$ cat src/rtl/wake_trig_pkg.sv
package wake_trig_pkg;

   typedef enum logic {
      WK_PULSE = 1'b0,
      WK_LEVEL = 1'b1
   } wk_mode_e;

endpackage

$ cat src/rtl/wake_cfg_reg.sv
module wake_cfg_reg
   import wake_trig_pkg::*;
#(
   parameter int SEL_W = 2
) (
   input  logic             clk,
   input  logic             rst_n,
   input  logic             wr_i,
   input  logic             mode_i,
   input  logic [SEL_W-1:0] len_i,
   input  logic             clr_i,
   output wk_mode_e         mode_o,
   output logic [SEL_W-1:0] len_o,
   output logic             clr_req_o
);

   wk_mode_e         mode_q;
   logic [SEL_W-1:0] len_q;

   always_ff @(posedge clk) begin
      if (!rst_n) begin
         mode_q <= WK_PULSE;
         len_q  <= '0;
      end else if (wr_i) begin
         mode_q <= wk_mode_e'(mode_i);
         len_q  <= len_i;
      end
   end

   // clear acts in the cycle of the write itself
   assign clr_req_o = wr_i & clr_i;
   assign mode_o    = mode_q;
   assign len_o     = len_q;

endmodule

$ cat src/rtl/wake_pulse_gen.sv
module wake_pulse_gen #(
   parameter int BASE_SHIFT = 3,
   parameter int SEL_W      = 2
) (
   input  logic             clk,
   input  logic             rst_n,
   input  logic             start_i,
   input  logic [SEL_W-1:0] len_sel_i,
   output logic             active_o
);

   localparam int NUM_LEN = 1 << SEL_W;
   localparam int MAX_SH  = BASE_SHIFT + NUM_LEN - 1;
   localparam int CNT_W   = MAX_SH + 1;

   logic [CNT_W-1:0] len_tab [NUM_LEN];
   logic [CNT_W-1:0] cnt_q;

   for (genvar gi = 0; gi < NUM_LEN; gi++) begin : g_len
      assign len_tab[gi] = CNT_W'(1) << (BASE_SHIFT + gi);
   end

   // a start reloads the count, even mid-pulse
   always_ff @(posedge clk) begin
      if (!rst_n) begin
         cnt_q <= '0;
      end else if (start_i) begin
         cnt_q <= len_tab[len_sel_i];
      end else if (cnt_q != '0) begin
         cnt_q <= cnt_q - CNT_W'(1);
      end
   end

   assign active_o = (cnt_q != '0);

endmodule

$ cat src/rtl/wake_level_latch.sv
module wake_level_latch (
   input  logic clk,
   input  logic rst_n,
   input  logic set_i,
   input  logic clr_i,
   output logic q_o
);

   logic q_r;

   // set has priority over clear
   always_ff @(posedge clk) begin
      if (!rst_n)     q_r <= 1'b0;
      else if (set_i) q_r <= 1'b1;
      else if (clr_i) q_r <= 1'b0;
   end

   assign q_o = q_r;

endmodule

$ cat src/rtl/wake_trig_gen.sv
module wake_trig_gen
   import wake_trig_pkg::*;
#(
   parameter int BASE_SHIFT = 3,
   parameter int SEL_W      = 2
) (
   input  logic             clk,
   input  logic             rst_n,
   input  logic             detect_i,
   input  logic             cfg_wr_i,
   input  logic             cfg_mode_i,
   input  logic [SEL_W-1:0] cfg_len_i,
   input  logic             cfg_clr_i,
   output logic             trig_o,
   output logic             latch_sts_o
);

   if (BASE_SHIFT < 1 || BASE_SHIFT > 16) begin : g_bad_base
      $error("wake_trig_gen: BASE_SHIFT out of range");
   end
   if (SEL_W < 1 || SEL_W > 3) begin : g_bad_sel
      $error("wake_trig_gen: SEL_W out of range");
   end

   wk_mode_e         mode_q;
   logic [SEL_W-1:0] len_q;
   logic             clr_req;
   logic             pulse_act;
   logic             lvl_q;
   logic             start_pulse;
   logic             set_level;

   wake_cfg_reg #(.SEL_W(SEL_W)) u_cfg (
      .clk       (clk),
      .rst_n     (rst_n),
      .wr_i      (cfg_wr_i),
      .mode_i    (cfg_mode_i),
      .len_i     (cfg_len_i),
      .clr_i     (cfg_clr_i),
      .mode_o    (mode_q),
      .len_o     (len_q),
      .clr_req_o (clr_req)
   );

   assign start_pulse = detect_i & (mode_q == WK_PULSE);
   assign set_level   = detect_i & (mode_q == WK_LEVEL);

   wake_pulse_gen #(.BASE_SHIFT(BASE_SHIFT), .SEL_W(SEL_W)) u_pulse (
      .clk       (clk),
      .rst_n     (rst_n),
      .start_i   (start_pulse),
      .len_sel_i (len_q),
      .active_o  (pulse_act)
   );

   wake_level_latch u_lvl (
      .clk   (clk),
      .rst_n (rst_n),
      .set_i (set_level),
      .clr_i (clr_req),
      .q_o   (lvl_q)
   );

   assign trig_o      = pulse_act | lvl_q;
   assign latch_sts_o = lvl_q;

endmodule

$ cat config.mk
export PLATFORM = sky130hd
export DESIGN_NAME = wake_trig_gen
export DESIGN_NICKNAME = d
export VERILOG_FILES = /design/src/rtl/wake_trig_pkg.sv /design/src/rtl/wake_cfg_reg.sv /design/src/rtl/wake_pulse_gen.sv /design/src/rtl/wake_level_latch.sv /design/src/rtl/wake_trig_gen.sv
export SDC_FILE = /design/constraint.sdc
export NUM_CORES = 1
export LEC_CHECK = 0
export ABC_CLOCK_PERIOD_IN_PS = 3600
export BUFFER_PORTS_ARGS = -buffer_cell sky130_fd_sc_hd__clkbuf_2
export CAP_MARGIN = 40
export CORE_UTILIZATION = 35
export DETAILED_ROUTE_END_ITERATION = 8
export GPL_ROUTABILITY_DRIVEN = 0
export PLACE_DENSITY_LB_ADDON = 0.2
export SLEW_MARGIN = 20
export SYNTH_ARGS = -nofsm -noshare
export SYNTH_HDL_FRONTEND = slang
export SYNTH_HIERARCHICAL = 1
export SYNTH_SLANG_ARGS = --single-unit
$ cat constraint.sdc
create_clock -name clk -period 3.6 [get_ports clk]
set_input_delay 0 -clock clk [delete_from_list [all_inputs] [get_ports clk]]
set_output_delay 0 -clock clk [all_outputs]
set_load 0.02 [all_outputs]
==> out/qor.log, run 1 <==
INFO  status         outcome=completed
INFO  yosys          yosysTopAreaCellShare=39.8%
INFO  sta            finalHoldViolCount=0
INFO  placement      place_ws=1.88ns
INFO  placement      placement.cell_area=617squm
INFO  setup_path     crit_path_end_kind=output pin
INFO  pwr            peakVddDrop=356uV
INFO  setup_path     rr_startpoint=u_pulse/cnt_q[0]
INFO  finish         fin_util=48.8%
INFO  drt            initialDrtViolationCount=7
INFO  placement      hpwl_detailed=696um
INFO  pwr            power_switching=215uW
INFO  drt            num_vias=419
INFO  drt            routed_wire_length=945um
INFO  global_route   grt_antenna_before_repair=0
INFO  finish         finalInstanceArea=674squm
INFO  yosys          total_nets_after_synthesis=66
INFO  sta            fin_worst_hold_slack=0.0474ns
INFO  pwr            power.leakage=0.296nW
INFO  sta            max_clock_freq=0.493GHz
INFO  finish         final_net_count=83
INFO  yosys          largest_family_of_logic_cells_by_synthesized_area=simple AND/OR/NAND/NOR gates
INFO  setup_path     critical_path.max_stage_delay=0.49ns
INFO  yosys          post-synth-top-count-cell=sky130_fd_sc_hd__dfxtp_1
INFO  clock_tree     cts.repair.resized=0
INFO  drt            drtPass1Iterations=3
INFO  setup_path     worst_ep_required_time=3.60ns
INFO  sta            slew-limit-headroom=77.8%
INFO  yosys          synth_compound_area_share=14.0%
INFO  placement      place.detailed.instances=81
INFO  finish         antenna_cells=0
INFO  yosys          asyncSetResetFlopFracSynth=0%
INFO  pwr            power.sequential.fraction=33.5%
INFO  yosys          synth-adder-area-share=2.26%
INFO  clock_tree     cts_tree=built
INFO  pwr            power-per-cell-area=795nW/um^2
INFO  global_route   vias_in_the_first_global_route=383
INFO  sta            final.min_clock_period=2.03ns
INFO  global_route   grt_remaining_overflow=0
INFO  drt            wl_per_cell=10.7um
INFO  pwr            share_of_power_burned_in_combinational_logic=50.8%
INFO  yosys          muxShareOfSynthArea=5.43%
INFO  setup_path     critical-path-slowest-cell=sky130_fd_sc_hd__or4b_4
INFO  global_route   grt_pass1_wl=1610um
INFO  clock_tree     post_cts.repair.setup_buffers=0
INFO  finish         layout-drive-gt1-share=30.1%
INFO  floorplanning  chipHeight=41.8um
INFO  pwr            p_sw_share=40.1%
INFO  setup_path     crit_family=simple AND/OR/NAND/NOR gates
INFO  setup_path     timing_worst_setup_path_type=reg -> out
INFO  run            cap_viol_max_count=0
INFO  drt            via_per_inst=4.76
INFO  clock_tree     cts-root-to-sink-buffers=2
INFO  global_route   grt_max_degree=10
INFO  setup_path     cp_num_buf_inv=3
INFO  clock_tree     path_clk_slew=0.08ns
INFO  global_route   grt_use_total=12.2%
INFO  sta            worstMarginPinSlew=0.330ns
INFO  yosys          synth_xor_area_share=4.75%
INFO  clock_tree     root_buffer=sky130_fd_sc_hd__clkbuf_4
INFO  yosys          postSynthAreaPerCell=9.70squm
INFO  pwr            p_int=321uW
INFO  drt            postRouteAntennaNets=0
INFO  pwr            totalPowerFinal=536uW
INFO  clock_tree     cts-htree-levels=1
INFO  sta            setup-violations-final=0
INFO  setup_path     critPathMaxFanout=5
INFO  setup_path     cells_along_the_critical_path=inv_1 -> ha_1 -> or4b_4 -> nor3_4 -> inv_2 -> or2_1 -> clkbuf_2
INFO  worst_hold_path worstHoldStart=rst_n
INFO  yosys          synth.distinct_cells=30
INFO  worst_hold_path hp-class=in -> reg
INFO  yosys          synth-seq-cells=11
INFO  yosys          synth_area_leaders=sky130_fd_sc_hd__dfxtp_1, sky130_fd_sc_hd__mux2i_1, sky130_fd_sc_hd__o21a_1
INFO  floorplanning  die_x=41.8um
INFO  floorplanning  design.die.area=1740squm
INFO  pwr            clock_power_share=15.7%
INFO  floorplanning  floorplan.initialDensity=40.0%
INFO  clock_tree     post_cts_hold_buffer_count=3
INFO  clock_tree     clock_sinks=11
INFO  drt            final_routed_drc_violation_total=0
INFO  yosys          synthesis.yosys.warnings=6
INFO  setup_path     crit_path_start=u_pulse/cnt_q[0]
INFO  finish         fillCellCount=135
INFO  setup_path     critical_path.startpoint_type=register
INFO  sta            setup_slack=1.57ns
INFO  yosys          netlist.top_cell.by_area=sky130_fd_sc_hd__dfxtp_1
INFO  yosys          synthesis.instances=57
INFO  sta            timing.final.crit_share=56.4%
INFO  setup_path     cp.arrival=2.03ns
INFO  yosys          basic_gate_share_of_the_synthesized_area_counting_and_or_nand_and_nor_cells=31.0%
INFO  finish         post_layout_nonfiller_instances=88
INFO  placement      port-buffer-count=9
INFO  setup_path     worst-r2r-setup-slack=1.92ns
INFO  sta            setup_tns=0ns
INFO  sta            rsz0062_at_grt=false
INFO  clock_tree     cts_buffers=3
INFO  sta            finalMaxSlewViolations=0
INFO  floorplanning  ioPinCount=10
INFO  floorplanning  rows=13
INFO  yosys          synth_area=553squm
INFO  finish         layout_stage_area_growth_over_the_synthesis_result=21.9%
INFO  sta            clock-skew-final=0.00643ns
INFO  floorplanning  placeableCoreArea=1380squm
INFO  yosys          sequential_element_share_of_the_synthesized_area=39.8%
INFO  clock_tree     clock_latency=0.27ns
INFO  yosys          synth-edff-count=0
INFO  yosys          synth-main-ff-cell=sky130_fd_sc_hd__dfxtp_1
[layer usage]
metal | GRT usage, % | share of wire [%] | vias to the layer above
met2 | 16.6 | 41 | 8
met5 | 0 | 0 | -
li1 | - | - | 230
met1 | 16.4 | 55 | 179
met3 | 5.22 | 3.6 | 2
met4 | 5.81 | 0.53 | 0
[worst register-to-register path: cells and delay by family (launching register included)]
kind                     cells  cell delay [ns]
buffers and inverters        2             0.16
adder cells (fa/ha/maj)      1             0.17
flip-flops                   1             0.31
AO/OA/AOI/OAI                1             0.22
AND/OR/NAND/NOR              2             0.74
[cells in the final DEF, fill, tap and decap left out, drive strengths merged]
cell	count
a211oi	1
and3b	1
xor2	1
o21bai	1
xnor2	2
nand4b	1
dfxtp	11
clkinv	1
nand2b	1
o31ai	2
nor2b	4
clkbuf	12
or4b	1
inv	4
nor3	3
mux2i	3
or3	1
ha	1
or2	1
nor3b	1
nor2	3
dlygate4sd3	3
nand3	1
and2b	1
o21ai	2
and2	3
a21oi	2
o21a	3
nand2	2
[final cells by class]
type	count	area, sq um	share of cell area [%]
Tap cell	15	18.8	2.78
Sequential cell	11	220	32.7
Multi-Input combinational cell	42	318	47.1
Clock inverter	1	5.00	0.742
Timing Repair Buffer	12	75.1	11.1
Inverter	4	15.0	2.23
Clock buffer	3	22.5	3.34
[power by group through the flow]
stage          Clock, mW  Sequential, mW  Combinational, mW
2_1_floorplan          0           0.176              0.222
4_1_cts           0.0887           0.179              0.272
3_3_place_gp           0           0.182              0.264
3_5_place_dp           0           0.182              0.267
6_report          0.0843           0.179              0.272
5_1_grt           0.0949           0.184              0.302
[worst paths after layout]
kind                                          to  depth (start not counted)
worst min-delay path                   u_lvl/q_o                          2
worst max-delay path                      trig_o                          7
worst max register to register  u_pulse/cnt_q[1]                          6
worst min register to register  u_pulse/cnt_q[2]                          2
[flip-flops by register name, indices dropped and copies added, names as in the netlist]
signal         cells
u_pulse/cnt_q      7
u_cfg/len_o        2
u_cfg/mode_o       1
u_lvl/q_o          1
[logic make-up after synthesis]
logic type,Yosys count
XOR/XNOR,3
buffers and inverters,4
AO/OA/AOI/OAI,11
multiplexers,3
AND/OR/NAND/NOR,24
adder cells (fa/ha/maj),1
flip-flops,11
Power figures use the tool's default switching activity.
==> run 2: changes to the inputs <==
- ABC_AREA: not set -> 1
- ABC_CLOCK_PERIOD_IN_PS: 3600 -> 1700
- clock period: 3.6 -> 1.7 ns (I/O delays scaled with it)
==> out/qor.log, run 2 <==
INFO  status         outcome=completed
INFO  setup_path     critical-path-top-cell-by-count=sky130_fd_sc_hd__inv_1
INFO  drt            via_per_inst=4.40
INFO  drt            routed_wire_length=1140um
INFO  yosys          netlist.top_cell.by_area=sky130_fd_sc_hd__dfxtp_1
INFO  setup_path     worst_ep_required_time=1.70ns
INFO  yosys          synth-main-ff-cell=sky130_fd_sc_hd__dfxtp_1
INFO  setup_path     critical_path.startpoint_type=register
INFO  finish         largest_register_ff_count=7
INFO  global_route   grt_use_total=14.2%
INFO  run            cap_viol_max_count=0
INFO  setup_path     regToRegEndpoint=u_pulse/cnt_q[4]
INFO  setup_path     worst-r2r-setup-slack=0.38ns
INFO  setup_path     timing_worst_setup_path_type=reg -> out
INFO  floorplanning  design.die.area=1950squm
INFO  sta            slew-limit-headroom=85.3%
INFO  pwr            power-per-cell-area=1770nW/um^2
INFO  finish         layout_stage_area_growth_over_the_synthesis_result=16.3%
INFO  finish         antenna_cells=0
INFO  clock_tree     cts_tree=built
INFO  yosys          synth.distinct_cells=15
INFO  yosys          most_frequent_cells_after_synthesis=sky130_fd_sc_hd__nand2_1, sky130_fd_sc_hd__inv_1, sky130_fd_sc_hd__nor2_1, sky130_fd_sc_hd__dfxtp_1, sky130_fd_sc_hd__nand3_1
INFO  clock_tree     post_cts.repair.setup_buffers=0
INFO  finish         final_common_cell=sky130_fd_sc_hd__nand2_1
INFO  pwr            power_switching=594uW
INFO  drt            wl_per_cell=8.67um
INFO  placement      hpwl_detailed=878um
INFO  clock_tree     path_clk_slew=0.07ns
INFO  floorplanning  floorplan.initialDensity=39.4%
INFO  yosys          yosysTopAreaCellShare=35.4%
INFO  finish         registers.top_by_ff_count=u_pulse/cnt_q
INFO  clock_tree     cts.repair.resized=0
INFO  setup_path     critPathMaxFanout=5
INFO  yosys          synth-edff-count=0
INFO  setup_path     cp.arrival=1.55ns
INFO  pwr            power.sequential.fraction=30.9%
INFO  pwr            clock_power_share=13.6%
INFO  sta            setup-violations-final=0
INFO  floorplanning  ioPinCount=10
INFO  clock_tree     cts-root-to-sink-buffers=2
INFO  global_route   grt_pass1_wl=2030um
INFO  worst_hold_path min_path_cells=5
INFO  global_route   vias_in_the_first_global_route=535
INFO  yosys          synth-seq-cells=11
INFO  finish         final_net_count=125
INFO  global_route   grt_max_degree=9
INFO  yosys          postSynthAreaPerCell=6.16squm
INFO  pwr            power.leakage=0.404nW
INFO  yosys          total_nets_after_synthesis=110
INFO  finish         post_layout_nonfiller_instances=131
INFO  yosys          synthesis.yosys.warnings=6
INFO  sta            rsz0062_at_grt=false
INFO  drt            initialDrtViolationCount=15
INFO  setup_path     critical-path-slowest-cell=sky130_fd_sc_hd__dfxtp_1
INFO  finish         final_cell_mix=sky130_fd_sc_hd__nand2_1, sky130_fd_sc_hd__inv_1, sky130_fd_sc_hd__nor2_1
INFO  yosys          synth_area_leaders=sky130_fd_sc_hd__dfxtp_1, sky130_fd_sc_hd__nand2_1, sky130_fd_sc_hd__inv_1
INFO  setup_path     crit_path_end_kind=output pin
INFO  floorplanning  chipHeight=44.2um
INFO  sta            worstMarginPinSlew=0.219ns
INFO  yosys          synthesis.instances=101
INFO  floorplanning  placeableCoreArea=1580squm
INFO  clock_tree     clock_sinks=11
INFO  global_route   grt_antenna_before_repair=0
INFO  placement      place.detailed.instances=126
INFO  drt            drtPass1Iterations=4
INFO  worst_hold_path timing.hold.worst_endpoint=u_cfg/len_o[0]
INFO  sta            max_clock_freq=0.646GHz
INFO  worst_hold_path hp-class=in -> reg
INFO  sta            finalMaxSlewViolations=0
INFO  yosys          asyncSetResetFlopFracSynth=0%
INFO  clock_tree     cts-htree-levels=1
INFO  drt            final_routed_drc_violation_total=0
INFO  sta            clock-skew-final=0.00393ns
INFO  yosys          synth_area=622squm
INFO  clock_tree     clock_latency=0.26ns
INFO  pwr            p_int=685uW
INFO  setup_path     critical_path.max_stage_delay=0.33ns
INFO  pwr            p_sw_share=46.5%
INFO  floorplanning  rows=14
INFO  clock_tree     root_buffer=sky130_fd_sc_hd__clkbuf_4
INFO  sta            final.min_clock_period=1.55ns
INFO  floorplanning  die_x=44.2um
INFO  setup_path     cells_along_the_critical_path=inv_1 -> ha_1 -> inv_1 -> nor2_4 -> nand2_4 -> inv_1 -> nand2_1 -> clkbuf_2
INFO  sta            finalHoldViolCount=0
INFO  pwr            share_of_power_burned_in_combinational_logic=55.5%
INFO  clock_tree     post_cts_hold_buffer_count=1
INFO  drt            num_vias=576
INFO  setup_path     crit_path_start=u_pulse/cnt_q[0]
INFO  setup_path     worst_reg_to_reg_cells=7
INFO  yosys          post-synth-top-count-cell=sky130_fd_sc_hd__nand2_1
INFO  yosys          sequential_element_share_of_the_synthesized_area=35.4%
INFO  sta            timing.final.crit_share=91.0%
INFO  placement      port-buffer-count=9
INFO  setup_path     rr_startpoint=u_pulse/cnt_q[0]
INFO  pwr            peakVddDrop=969uV
INFO  global_route   grt_remaining_overflow=0
INFO  sta            setup_tns=0ns
INFO  worst_hold_path worstHoldStart=cfg_len_i[0]
INFO  drt            postRouteAntennaNets=0
INFO  clock_tree     cts_buffers=3
INFO  finish         layout-drive-gt1-share=16.5%
-- run 2: changes by cell type after synthesis, moves of 3 or more --
cell                      change
sky130_fd_sc_hd__nor2b_1      -3
sky130_fd_sc_hd__o21a_1       -3
sky130_fd_sc_hd__inv_1       +22
sky130_fd_sc_hd__nor2_1      +10
sky130_fd_sc_hd__mux2i_1      -3
sky130_fd_sc_hd__nand3_1      +8
sky130_fd_sc_hd__nand2_1     +26
-- run 2: cell type report --
cell class	count	area [sq um]
tap	16	20.0
multi-input combinational	65	308
fill	159	853
clock buffer	4	26.3
inverter	25	93.8
sequential	11	220
timing repair buffer	10	55.1
-- run 2: how the worst max path moves through the flow --
| stage | end | slack, ns |
|---|---|---|
| 3_5_place_dp | u_pulse/cnt_q[4] | 0.40 |
| 6_report | trig_o | 0.15 |
| 2_1_floorplan | u_pulse/cnt_q[3] | 0.52 |
| 5_1_grt | trig_o | 0.02 |
| 3_3_place_gp | u_pulse/cnt_q[4] | 0.44 |
| 4_1_cts | trig_o | 0.14 |
-- run 2: per-stage QoR --
step	utilization [%]	instance area, sq um	hold slack [ns]	total power [mW]	setup WS, ns
floorplan	-	622	0.120	0.973	0.517
global placement	43.6	687	0.274	1.11	0.435
detailed placement	43.6	687	0.282	1.11	0.399
CTS	45.9	723	0.00231	1.29	0.143
global route	45.9	723	0.0541	1.44	0.0246
finish	45.9	723	0.0124	1.28	0.152
-- run 2: cells by family (layout without fill, tap and decap cells) --
| group | Yosys count | after routing | synth area share, % |
|---|---|---|---|
| buffers and inverters | 25 | 39 | 15.1 |
| and+or+nand+nor | 58 | 58 | 41.6 |
| adders and majority gates | 1 | 1 | 2.01 |
| AOI/OAI and AO/OA | 6 | 6 | 5.83 |
| DFF | 11 | 11 | 35.4 |
-- run 2: power groups by stage --
stage                     Sequential, mW  Clock [mW]  Combinational (mW)
after floorplan                    0.388           0               0.585
after global placement             0.402           0               0.705
after detailed placement           0.402           0               0.706
after CTS                          0.396       0.183               0.711
after global routing               0.405       0.200               0.830
final                              0.395       0.174               0.710
-- run 2: layer usage --
| metal | wire (um) | GRT usage (%) |
|---|---|---|
| met1 | 565 | 17.8 |
| met3 | 56 | 3.67 |
| met4 | 0 | 9.09 |
| met5 | 0 | 0 |
| met2 | 514 | 21.5 |
-- run 2: critical path: cells and delay by family, from the launching register on --
| family | cells | cell delay [ns] |
|---|---|---|
| buf+inv | 4 | 0.43 |
| flops | 1 | 0.33 |
| simple gates | 3 | 0.29 |
| fa+ha+maj | 1 | 0.23 |
==> run 3: changes to the inputs <==
- SYNTH_HIERARCHICAL: 1 -> not set
==> out/qor.log, run 3 <==
INFO  finish         storage_element_area=220squm
INFO  yosys          synth-main-ff-cell=sky130_fd_sc_hd__dfxtp_1
INFO  status         outcome=completed
INFO  setup_path     crit_path_start=u_pulse.cnt_q[0]
INFO  global_route   grt_antenna_before_repair=0
INFO  floorplanning  die_x=42.0um
INFO  clock_tree     path_clk_slew=0.07ns
INFO  finish         antenna_cells=0
INFO  finish         multi_input_comb_area=298squm
INFO  finish         largest_register_ff_count=7
INFO  worst_hold_path hp-class=in -> reg
INFO  finish         layout-drive-gt1-share=23.7%
INFO  worst_hold_path worstHoldStart=cfg_wr_i
INFO  sta            slew-limit-headroom=84.8%
INFO  yosys          synth-edff-count=0
INFO  drt            postRouteAntennaNets=0
INFO  floorplanning  chipHeight=42.0um
INFO  pwr            power.leakage=0.303nW
INFO  pwr            power-per-cell-area=1790nW/um^2
INFO  sta            setup_slack=0.144ns
INFO  clock_tree     cts-htree-levels=1
INFO  clock_tree     cts-root-to-sink-buffers=2
INFO  clock_tree     root_buffer=sky130_fd_sc_hd__clkbuf_4
INFO  drt            via_per_inst=5.03
INFO  setup_path     crit_path_end_kind=output pin
INFO  drt            initialDrtViolationCount=6
INFO  sta            max_clock_freq=0.643GHz
INFO  clock_tree     cts_buffers=3
INFO  yosys          synth_area=561squm
INFO  floorplanning  ioPinCount=10
INFO  run            cap_viol_max_count=0
INFO  drt            final_routed_drc_violation_total=0
INFO  floorplanning  placeableCoreArea=1510squm
INFO  finish         registers.top_by_ff_count=u_pulse.cnt_q
INFO  yosys          netlist.top_cell.by_area=sky130_fd_sc_hd__dfxtp_1
INFO  floorplanning  design.die.area=1770squm
INFO  pwr            peakVddDrop=815uV
INFO  sta            finalHoldViolCount=0
INFO  global_route   grt_max_degree=7
INFO  yosys          sequential_element_share_of_the_synthesized_area=39.3%
INFO  finish         final_net_count=103
INFO  setup_path     rr_startpoint=u_pulse.cnt_q[0]
INFO  global_route   grt_remaining_overflow=0
INFO  yosys          synth.distinct_cells=18
INFO  sta            setup_tns=0ns
INFO  placement      port-buffer-count=9
INFO  placement      hpwl_detailed=858um
INFO  clock_tree     cts_tree=built
INFO  setup_path     critPathMaxFanout=6
INFO  drt            wl_per_cell=9.94um
INFO  finish         fillCellCount=164
INFO  setup_path     cp.arrival=1.56ns
INFO  drt            drtPass1Iterations=2
INFO  finish         final_common_cell=sky130_fd_sc_hd__dfxtp_1
INFO  global_route   vias_in_the_first_global_route=464
INFO  floorplanning  floorplan.initialDensity=37.2%
INFO  yosys          yosysTopAreaCellShare=39.3%
INFO  yosys          synthesis.instances=78
INFO  global_route   grt_use_total=14.2%
INFO  yosys          most_frequent_cells_after_synthesis=sky130_fd_sc_hd__dfxtp_1, sky130_fd_sc_hd__inv_1, sky130_fd_sc_hd__nand2_1, sky130_fd_sc_hd__nand3_1
INFO  yosys          synth-seq-cells=11
INFO  finish         fin_util=44.8%
INFO  yosys          total_nets_after_synthesis=87
INFO  drt            num_vias=548
INFO  global_route   grt_pass1_wl=1850um
INFO  finish         layout_stage_area_growth_over_the_synthesis_result=20.3%
INFO  setup_path     worst_ep_required_time=1.70ns
INFO  yosys          synth_area_leaders=sky130_fd_sc_hd__dfxtp_1, sky130_fd_sc_hd__nand3_1, sky130_fd_sc_hd__inv_1
INFO  sta            finalMaxSlewViolations=0
INFO  yosys          asyncSetResetFlopFracSynth=0%
INFO  clock_tree     clock_sinks=11
INFO  clock_tree     post_cts.repair.setup_buffers=0
INFO  yosys          postSynthAreaPerCell=7.19squm
INFO  sta            timing.final.crit_share=91.5%
INFO  floorplanning  rows=14
INFO  sta            final.min_clock_period=1.56ns
INFO  setup_path     timing_worst_setup_path_type=reg -> out
INFO  sta            clock-skew-final=0.00188ns
INFO  sta            setup-violations-final=0
INFO  setup_path     critical_path.startpoint_type=register
INFO  finish         final_cell_mix=sky130_fd_sc_hd__dfxtp_1, sky130_fd_sc_hd__inv_1, sky130_fd_sc_hd__nand3_1, sky130_fd_sc_hd__nand2_1, sky130_fd_sc_hd__clkbuf_2
INFO  drt            routed_wire_length=1080um
INFO  yosys          synthesis.yosys.warnings=0
INFO  placement      place_ws=0.362ns
INFO  sta            rsz0062_at_grt=false
INFO  sta            worstMarginPinSlew=0.227ns
INFO  clock_tree     clock_latency=0.27ns
[run 3: cell count changes after synthesis, moves of 5 or more]
cell                      change
sky130_fd_sc_hd__nor2_1       -5
sky130_fd_sc_hd__o21ai_0      +5
sky130_fd_sc_hd__inv_1       -14
sky130_fd_sc_hd__nand2_1     -18
sky130_fd_sc_hd__a21oi_1      +5
[run 3: per-stage QoR]
stage	total power [mW]	std cells	hold WS, ns	cell area, sq um
finish	1.21	109	0.00383	674
global route	1.33	109	0.0239	674
detailed placement	1.03	103	0.234	626
global placement	1.02	103	0.232	626
floorplan	0.904	78	0.135	561
CTS	1.21	109	0.000487	672
[run 3: kinds of logic (layout without fill, tap and decap cells)]
logic type / count (synthesis) / in the layout / share of synthesized area, %
AND/OR/NAND/NOR: 40 / 40 / 38.0
flip-flops: 11 / 11 / 39.3
adder cells (fa/ha/maj): 1 / 1 / 2.23
buffers and inverters: 12 / 27 / 8.04
AO/OA/AOI/OAI: 14 / 14 / 12.5
[run 3: what timing repair did]
| action | in CTS | in global routing |
|---|---|---|
| endpoints found under the hold margin | 2 | 0 |
| setup endpoints to repair | 0 | 1 |
| hold buffers | 2 | 0 |
| gates resized for setup | 0 | 2 |
[run 3: power by group]
part / switching, mW / internal (mW)
registers: 0.0708 / 0.331
logic: 0.369 / 0.261
clock network: 0.0832 / 0.0909
total: 0.523 / 0.683
[run 3: final cells by class]
type,instances,area share [%]
repair buffers,11,9.65
inverters,12,6.68
clock buffers,4,3.90
multi-input cells,55,44.2
well taps,16,2.97
flip-flops and latches,11,32.7
[run 3: worst paths after layout]
| path | slack (ns) | cells past startpoint | endpoint |
|---|---|---|---|
| worst max-delay path | 0.14 | 7 | trig_o |
| worst min-delay path | 0.004 | 3 | u_cfg.len_o[0] |
| worst max register to register | 0.43 | 7 | u_pulse.cnt_q[1] |
| worst min register to register | 0.46 | 2 | u_lvl.q_o |
[run 3: worst max-delay path: stages (launching register included)]
cell and delay, ns:
sky130_fd_sc_hd__dfxtp_1 0.32, sky130_fd_sc_hd__inv_2 0.09, sky130_fd_sc_hd__ha_2 0.20, sky130_fd_sc_hd__nand2_2 0.07
sky130_fd_sc_hd__nor2_4 0.14, sky130_fd_sc_hd__nand3_4 0.10, sky130_fd_sc_hd__or2_1 0.21, sky130_fd_sc_hd__clkbuf_2 0.15
[run 3: metal layers]
| layer | global-route usage, % | part of all wire (%) | wire length (um) |
|---|---|---|---|
| met5 | 0 | 0 | 0 |
| met4 | 9.38 | 2.4 | 26 |
| met3 | 3.88 | 3.7 | 40 |
| met2 | 22.2 | 47 | 507 |
| met1 | 17.1 | 47 | 509 |
